## src/rtl/ram_par_pkg.sv

```systemverilog
package ram_par_pkg;
  localparam int CFG_AW     = 2;
  localparam int CFG_DW     = 32;
  localparam int N_SRC      = 3;

  localparam logic [CFG_AW-1:0] REG_CTRL  = 2'd0;
  localparam logic [CFG_AW-1:0] REG_STAT  = 2'd1;
  localparam logic [CFG_AW-1:0] REG_EADDR = 2'd2;

  localparam int SRC_SINGLE = 0;
  localparam int SRC_MULTI  = 1;
  localparam int SRC_LOCK   = 2;

  typedef struct packed {
    logic [N_SRC-1:0] en;
    logic             chk_off;
  } ctrl_t;
endpackage

```

## src/rtl/ram_par_check.sv

```systemverilog
module ram_par_check #(
  parameter int DATA_W = 32
) (
  input  logic                valid_i,
  input  logic                chk_off_i,
  input  logic [DATA_W-1:0]   data_i,
  input  logic [DATA_W/8-1:0] par_i,
  output logic                err_single_o,
  output logic                err_multi_o
);
  localparam int NB    = DATA_W / 8;
  localparam int CNT_W = $clog2(NB + 1);

  logic [NB-1:0]    bad;
  logic [CNT_W-1:0] n_bad;

  for (genvar b = 0; b < NB; b++) begin : g_byte
    assign bad[b] = (^data_i[8*b +: 8]) ^ par_i[b];
  end

  always_comb begin
    n_bad = '0;
    for (int i = 0; i < NB; i++) n_bad = n_bad + CNT_W'(bad[i]);
  end

  logic active;
  assign active       = valid_i & ~chk_off_i;
  assign err_single_o = active & (n_bad == CNT_W'(1));
  assign err_multi_o  = active & (n_bad >  CNT_W'(1));

  always_comb begin
    assert_excl_R2: assert (!(err_single_o && err_multi_o));
  end
endmodule

```

## src/rtl/ram_par_status.sv

```systemverilog
module ram_par_status #(
  parameter int N = 3
) (
  input  logic         clk,
  input  logic         rst_n,
  input  logic [N-1:0] set_i,
  input  logic [N-1:0] clr_i,
  input  logic [N-1:0] en_i,
  output logic [N-1:0] status_o,
  output logic         irq_o
);
  for (genvar k = 0; k < N; k++) begin : g_bit
    always_ff @(posedge clk or negedge rst_n) begin
      if (!rst_n)         status_o[k] <= 1'b0;
      else if (set_i[k])  status_o[k] <= 1'b1;
      else if (clr_i[k])  status_o[k] <= 1'b0;
    end

    assert_w1c_R5: assert property (@(posedge clk) disable iff (!rst_n)
      clr_i[k] && !set_i[k] |=> !status_o[k]);
    assert_sticky_R5: assert property (@(posedge clk) disable iff (!rst_n)
      status_o[k] && !clr_i[k] |=> status_o[k]);
    assert_collide_R6: assert property (@(posedge clk) disable iff (!rst_n)
      set_i[k] && clr_i[k] |=> status_o[k]);
  end

  always_ff @(posedge clk or negedge rst_n) begin
    if (!rst_n) irq_o <= 1'b0;
    else        irq_o <= |(status_o & en_i);
  end

  assert_irq_quiet_R8: assert property (@(posedge clk) disable iff (!rst_n)
    en_i == '0 |=> !irq_o);
endmodule

```

## src/rtl/ram_par_erraddr.sv

```systemverilog
module ram_par_erraddr #(
  parameter int ADDR_W = 17
) (
  input  logic              clk,
  input  logic              rst_n,
  input  logic              err_i,
  input  logic              arm_i,
  input  logic [ADDR_W-1:0] addr_i,
  output logic [ADDR_W-1:0] addr_o
);
  always_ff @(posedge clk or negedge rst_n) begin
    if (!rst_n)              addr_o <= '0;
    else if (err_i && arm_i) addr_o <= addr_i;
  end

  assert_frozen_R7: assert property (@(posedge clk) disable iff (!rst_n)
    !arm_i |=> $stable(addr_o));
  assert_noerr_hold_R7: assert property (@(posedge clk) disable iff (!rst_n)
    !err_i |=> $stable(addr_o));
endmodule

```

## src/rtl/ram_par_irq_unit.sv

```systemverilog
module ram_par_irq_unit
  import ram_par_pkg::*;
#(
  parameter int DATA_W = 32,
  parameter int ADDR_W = 17
) (
  input  logic                clk,
  input  logic                rst_n,
  input  logic                rd_valid,
  output logic                rd_ready,
  input  logic [DATA_W-1:0]   rd_data,
  input  logic [DATA_W/8-1:0] rd_par,
  input  logic [ADDR_W-1:0]   rd_addr,
  input  logic                lock_req,
  input  logic                cfg_we,
  input  logic [1:0]          cfg_addr,
  input  logic [31:0]         cfg_wdata,
  output logic [31:0]         cfg_rdata,
  output logic                irq_o
);
  ctrl_t            ctrl_q;
  logic             e_single, e_multi;
  logic [N_SRC-1:0] set_v, clr_v, status;
  logic [ADDR_W-1:0] eaddr;
  logic             arm;

  assign rd_ready = 1'b1;

  always_ff @(posedge clk or negedge rst_n) begin
    if (!rst_n)                           ctrl_q <= '0;
    else if (cfg_we && cfg_addr == REG_CTRL) ctrl_q <= cfg_wdata[N_SRC:0];
  end

  ram_par_check #(.DATA_W(DATA_W)) chk_i (
    .valid_i      (rd_valid),
    .chk_off_i    (ctrl_q.chk_off),
    .data_i       (rd_data),
    .par_i        (rd_par),
    .err_single_o (e_single),
    .err_multi_o  (e_multi)
  );

  always_comb begin
    set_v             = '0;
    set_v[SRC_SINGLE] = e_single;
    set_v[SRC_MULTI]  = e_multi;
    set_v[SRC_LOCK]   = lock_req;
    clr_v = (cfg_we && cfg_addr == REG_STAT) ? cfg_wdata[N_SRC-1:0] : '0;
  end

  ram_par_status #(.N(N_SRC)) st_i (
    .clk      (clk),
    .rst_n    (rst_n),
    .set_i    (set_v),
    .clr_i    (clr_v),
    .en_i     (ctrl_q.en),
    .status_o (status),
    .irq_o    (irq_o)
  );

  assign arm = ((status[SRC_MULTI:SRC_SINGLE] & ~clr_v[SRC_MULTI:SRC_SINGLE]) == 2'b00);

  ram_par_erraddr #(.ADDR_W(ADDR_W)) ea_i (
    .clk    (clk),
    .rst_n  (rst_n),
    .err_i  (e_single | e_multi),
    .arm_i  (arm),
    .addr_i (rd_addr),
    .addr_o (eaddr)
  );

  always_comb begin
    case (cfg_addr)
      REG_CTRL:  cfg_rdata = 32'(ctrl_q);
      REG_STAT:  cfg_rdata = 32'(status);
      REG_EADDR: cfg_rdata = 32'(eaddr);
      default:   cfg_rdata = '0;
    endcase
  end

  assert_disable_R3: assert property (@(posedge clk) disable iff (!rst_n)
    ctrl_q.chk_off && !status[SRC_SINGLE] |=> !status[SRC_SINGLE]);
  assert_lock_R4: assert property (@(posedge clk) disable iff (!rst_n)
    lock_req |=> status[SRC_LOCK]);
  assert_ready_R9: assert property (@(posedge clk) disable iff (!rst_n)
    rd_ready);
endmodule

```

## config.mk

```make
export PLATFORM = sky130hd
export DESIGN_NAME = ram_par_irq_unit
export DESIGN_NICKNAME = d
export VERILOG_FILES = /design/src/rtl/ram_par_pkg.sv /design/src/rtl/ram_par_check.sv /design/src/rtl/ram_par_status.sv /design/src/rtl/ram_par_erraddr.sv /design/src/rtl/ram_par_irq_unit.sv
export SDC_FILE = /design/constraint.sdc
export NUM_CORES = 1
export LEC_CHECK = 0
export ABC_AREA = 1
export BUFFER_PORTS_ARGS = -buffer_cell sky130_fd_sc_hd__clkbuf_2
export CORE_MARGIN = 4
export CORE_UTILIZATION = 46
export DETAILED_ROUTE_END_ITERATION = 10
export MAX_ROUTING_LAYER = met4
export PLACE_DENSITY = 0.93
export SLEW_MARGIN = 25
export SYNTH_ARGS = -nofsm -noshare
export SYNTH_HDL_FRONTEND = slang
export SYNTH_SLANG_ARGS = --single-unit
```

## constraint.sdc

```tcl
create_clock -name clk -period 1.9 [get_ports clk]
set_clock_uncertainty 0.1 [all_clocks]
set_input_delay 0.095 -clock clk [delete_from_list [all_inputs] [get_ports clk]]
set_output_delay 0.095 -clock clk [all_outputs]
set_load 0.05 [all_outputs]
```

==> After elaboration in Yosys (flattened, before gate mapping) <==
Cells that the tools add are included.
{ "totals": {"input_bits": 92, "word_cells": 47, "mem_bits_ro": 0, "output_inout_bits": 34, "ramBits": 0, "mem_count": 0, "latch_bits": 0, "reg_bits": 25} }
{ "classes": {"order_cmp": 1, "add_sub_neg": 3, "bitwise_logic": 12, "n_eq_ne": 3, "n_mux": 8, "n_shift": 0, "div_mod_pow": 0, "mul": 0, "reduce_logical": 13} }
{ "ops": {"columns": ["cell", "n"], "rows": [
  ["17-bit case mux with 3 select lines", 1],
  ["8-bit parity", 4],
  ["3-bit by 1-bit adder with 3-bit output", 2],
  ["1-bit 2-to-1 mux", 6],
  ["2-bit nonzero test", 3],
  ["2-bit logical NOT", 2],
  ["1-bit bitwise XOR", 4],
  ["1-bit bitwise AND", 3],
  ["3-bit bitwise AND", 1],
  ["3-bit by 1-bit == test with 1-bit output, second input constant", 1],
  ["3-bit by 1-bit > comparator with 1-bit output, second input constant", 1],
  ["1-bit logical AND", 3],
  ["3-bit 2-to-1 mux", 1],
  ["3-bit OR reduction", 1],
  ["1-bit by 1-bit adder with 2-bit output", 1],
  ["2-bit bitwise AND", 1],
  ["2-bit by 1-bit == test with 1-bit output, second input constant", 1],
  ["2-bit == test, second input constant", 1],
  ["2-bit inverter", 1],
  ["1-bit inverter", 1],
  ["1-bit OR", 1]
]} }

==> Depth between registers and ports, before layout <==
{ "depth": {"ltp_word": 9, "depth_mapped": 21, "ltp_nobuf": 20} }

==> Cells and area by module <==
A second synthesis with hierarchy kept.
{ "hier_totals": {"hier_cells": 307, "hier_area_um2": 2134.5} }
{ "modules_own_cells": {"columns": ["module", "area_per_inst_um2", "seq_area_each_um2", "cells_each", "instances"], "rows": [
  ["ram_par_erraddr", 725.7, 425.4, 74, 1],
  ["ram_par_irq_unit", 631.9, 100.1, 93, 1],
  ["ram_par_check", 615.6, 0.0, 126, 1],
  ["ram_par_status", 161.4, 100.1, 14, 1]
]} }

==> Worst setup path before layout <==
No wires, ideal clock.
{ "synth_path": {"path_kind": "input-to-reg", "from": "input rd_data[0]", "to": "register ea_i.addr_o[11]", "path_stages": 20, "arrival_time_ps": 2198, "setup_time_ps": 117, "required_time_ps": 1683, "n_path_buf": 1, "path_slack_ps": -515, "cell_sequence": "inv_1 > nand2_1 > nand2_1 > nand2_1 > nand2_1 > nand2_1 > nand2_1 > nand2_1 > nand2_1 > inv_1 > ha_1 > fa_1 > ha_1 > inv_1 > nand4_1 > nand2_4 > nand3_4 > buf_6 > nand2_1 > nand2_1"} }
{ "synth_between": {"elab_chain_len": 9, "word_cells_on_any_way": 11, "classes_between": "add/sub: 3; order compare: 1; eq/ne: 1; bitwise: 4; reduce/logical: 2"} }
{ "synth_lines": {"columns": ["element", "line_no", "text"], "rows": [
  ["start, declared", "ram_par_irq_unit.sv:11", "input logic [DATA_W-1:0] rd_data,"],
  ["8-bit parity (*)", "ram_par_check.sv:18", "assign bad[b] = (^data_i[8*b +: 8]) ^ par_i[b];"],
  ["1-bit bitwise XOR (*)", "ram_par_check.sv:18", null],
  ["1-bit by 1-bit adder with 2-bit output (*)", "ram_par_check.sv:23", "for (int i = 0; i < NB; i++) n_bad = n_bad + CNT_W'(bad[i]);"],
  ["3-bit by 1-bit adder with 3-bit output (*) (2 in a row)", "ram_par_check.sv:23", null],
  ["3-bit by 1-bit > comparator with 1-bit output / 3-bit by 1-bit == test with 1-bit output (equally long branches)", "ram_par_check.sv:29, ram_par_check.sv:28", null],
  ["1-bit bitwise AND (on tied branches)", "ram_par_check.sv:29, ram_par_check.sv:28", null],
  ["1-bit OR (*)", "ram_par_irq_unit.sv:66", ".err_i (e_single | e_multi),"],
  ["1-bit logical AND (*)", "ram_par_erraddr.sv:13", "else if (err_i && arm_i) addr_o <= addr_i;"],
  ["end signal, assigned", "ram_par_erraddr.sv:13", null],
  ["end, declared", "ram_par_erraddr.sv:9", "output logic [ADDR_W-1:0] addr_o"]
]} }
Every way passes the cells marked *; elsewhere a longest branch is shown, timed or not.
A chain may end at the register's enable or synchronous reset.

==> Final worst setup path <==
{ "layout_path": {"from": "input rd_data[3]", "to": "register ea_i.addr_o[0]"} }
Same word-level chain as after synthesis.

==> metrics.md <==
| Metric | Value |
|---|---|
| Status | finished, violations left |
| Violated checks | negative setup slack |
| CTS tree | built |
| Avg Cell Area, Syn | 6.94 µm² |
| Leakage | 1.65 nW |
| Synth area leader | dfrtp_1 |
| P&R area growth vs syn | 47.0% |
| Achievable clock frequency | 0.445 GHz |
| Total power | 0.00266 W |
| Worst-path fanout max | 8 |
| DR vias | 2162 |
| Cells along the critical path | clkbuf_2, xor2_1, nand2_1, nand2_1, nand3_1, nand2_1, inv_2, ha_4, fa_2, ha_4, inv_2, nand4_1, nand2_4, nand3_4, nand2_2, nand2_1 |
| Largest net degree at the start of global routing | 26 |
| Vias in the first global route | 2000 |
| Synthesis-stage register bit count | 25 |
| Unrepaired setup endpoints after global routing | yes |
| Global route overflow | 0 |
| Starting Density | 0.483 |
| Maximum level of the CTS H-tree | 1 |
| First-pass GRT wire length | 8.36 mm |
| Post-Syn Area | 1970 µm² |
| I/O Pins | 126 |
| CP required | 1980 ps |
| Die ar. | 5400 µm² |
| Vias/cell | 4.87 |
| Most frequent cells after synthesis | nand2_1 (97), inv_1 (48), dfrtp_1 (25) |
| TritonCTS buffer count | 3 |
| Nature of the critical path endpoint | flip-flop |
| Main area contributors after synthesis | dfrtp_1 (32%), nand2_1 (18%), inv_1 (9.1%) |
| Post-synth cell types | 26 |
| Final min period | 2250 ps |
| Longest Clk Path Bufs | 2 |
| MaxCap Viol Count | 0 |
| Share of the synthesized area in the top cell type | 0.317 |
| Setup crit start kind | input pin |
| Clock Tree Root | clkbuf_8 |
| Relative slew margins | 0.585 |
| Hold/Removal Path Class | input pin to flip-flop |
| Die H | 73.5 µm |
| PwrDens | 918 nW/µm² |
| Clock Pin Slew Worst Setup and Hold Paths | 90 ps |
| Top_reg_cell synth | dfrtp_1 |
| Fillcell total | 292 |
| Slowest CP cell | fa_2 |
| Clock sink count | 25 |
| Final Max Tran Viols | 0 |
| Cell with the most instances after synthesis | nand2_1 |
| Maximum vdd drop | 414 µV |
| Setup Viol. Count Final | 18 |
| DRC viols | 0 |
| 1st-pass router iterations | 4 |
| Die X | 73.5 µm |
| Clock latency on the worst-skew pair | 270 ps |
| Row Count | 23 |
| Post-synth ARST share | 1.00 |
| Routed wire per std cell | 12.5 µm |
| Tcrit/Tclk final | 1.18 |
| Layout cells sized above 1 | 0.367 |
| Final Non-Filler Cells | 444 |
| Synth warn | 0 |
| Final hold violations | 0 |
| Overall Global Routing Usage | 0.201 |
| Arr. time, crit path | 2330 ps |
| CP peak stage delay | 370 ps |
| Hold slack | 5.84 ps |
| I/O Buffers | 81 |
| Setup TNS Final | -5410 ps |
| Drt first-iter violations | 155 |
| Initial antenna violation count | 0 |
| Post-synthesis sequential area ratio | 0.317 |
| Final WL | 5.55 mm |
| Critical setup path kind | input pin to flip-flop |
| Worst slew pin tran | 623 ps |
| ANT nets after route | 0 |
| GP Congestion | 0.843 |
| Core Box Area | 4090 µm² |
| Critical path's most frequent cell | nand2_1 |
| Number of flops mapped to enable cells by yosys | 0 |
| Post-Synthesis Cells | 284 |
| Final worst setup slack | -349 ps |
| Placed instance count | 413 |
| Nets | 489 |
| Dpl hpwl | 3.75 mm |
[path summary, 6_finish.rpt]
check / startpoint / endpoint / slack (ps) / cells after the start
setup / recovery: rd_data[3] / ea_i.addr_o[0] / -350 / 16
min in group asynchronous: rst_n / ea_i.addr_o[14] / 260 / 2
hold reg to reg: ea_i.addr_o[11] / ea_i.addr_o[11] / 380 / 2
hold / removal: cfg_wdata[1] / ctrl_q[1] / 6 / 2
max in group asynchronous: rst_n / st_i.irq_o / 1030 / 2
setup reg to reg: ctrl_q[0] / ea_i.addr_o[0] / 440 / 6
[per-layer routing]
layer  track usage  vias to the layer above  wire length [µm]
met3        0.0219                       24               424
met1         0.205                      966              1900
met5             -                        -                 0
met4        0.0825                        0               195
met2         0.382                      111              3040
li1              -                     1061                 -
[cell usage in the layout, fill, tap and decap left out, types with 2 or more instances in the layout]
| master | Yosys | final |
|---|---|---|
| diode_2 | 0 | 2 |
| nand3_1 | 17 | 13 |
| buf_4 | 18 | 4 |
| inv_4 | 0 | 2 |
| nand4_1 | 18 | 18 |
| inv_2 | 1 | 4 |
| buf_6 | 1 | 3 |
| nand2_1 | 97 | 74 |
| ha_4 | 0 | 2 |
| xor2_2 | 0 | 2 |
| xor2_1 | 12 | 10 |
| dfrtp_1 | 25 | 25 |
| nand2_2 | 3 | 22 |
| dlygate4sd3_1 | 0 | 22 |
| mux2_2 | 3 | 3 |
| clkbuf_8 | 0 | 3 |
| conb_1 | 2 | 16 |
| nand3_4 | 1 | 4 |
| clkbuf_2 | 0 | 77 |
| xnor2_1 | 8 | 8 |
| nor2_1 | 15 | 15 |
| buf_8 | 0 | 3 |
| inv_1 | 48 | 41 |
| nand2_4 | 3 | 7 |
| nand3_2 | 0 | 3 |
[report_power, final]
group / switching, W / internal (W)
combinational: 0.000940 / 0.000501
sequential: 0.000155 / 0.000738
clock: 0.000180 / 0.000147
total: 0.00128 / 0.00139
[cell families after synthesis]
kind of cell | Yosys count | share of synthesized area
muxes | 3 | 0.0171
and+or+nand+nor | 156 | 0.357
DFF | 25 | 0.317
buffers and inverters | 70 | 0.172
AOI/OAI and AO/OA | 4 | 0.0146
adders and majority gates | 4 | 0.0292
xor gates and xnor gates | 20 | 0.0888
other | 2 | 0.00381
[worst max-delay path, delay by kind of cell]
| family | cells | cell delay (ps) |
|---|---|---|
| XOR/XNOR | 1 | 190 |
| adder cells (fa/ha/maj) | 3 | 850 |
| buffers and inverters | 3 | 190 |
| AND/OR/NAND/NOR | 9 | 1000 |
[state kept, by name (all words and copies together) (netlist names)]
register	cells
ea_i.addr_o	17
st_i.irq_o	1
st_i.status_o	3
ctrl_q	4
[stage by stage]
stage,util,instance area [µm²],setup WS [ps]
after global routing,0.708,2890,-456
after global placement,0.592,2420,-581
after detailed placement,0.592,2420,-672
after floorplan,-,2070,-382
after CTS,0.688,2810,-300
final,0.709,2900,-349
[area by class of cell]
cell class / count / area [µm²] / area share
Sequential cell: 25 / 626 / 0.216
Multi-Input combinational cell: 205 / 1240 / 0.429
Clock buffer: 3 / 41.3 / 0.0142
Clock inverter: 1 / 5.00 / 0.00173
Tap cell: 50 / 62.6 / 0.0216
Timing Repair Buffer: 109 / 714 / 0.247
Antenna cell: 2 / 5.00 / 0.00173
Inverter: 49 / 201 / 0.0695
[timing repair]
item / 4_1_cts / 5_1_grt
endpoints found under the hold margin: 46 / 0
cloned: 3 / 0
hold buffers: 22 / 0
setup endpoints to repair: 18 / 19
pin swaps: 13 / 18
resized for setup: 20 / 32
buffers inserted: 2 / 1
Power figures use the tool's default switching activity.
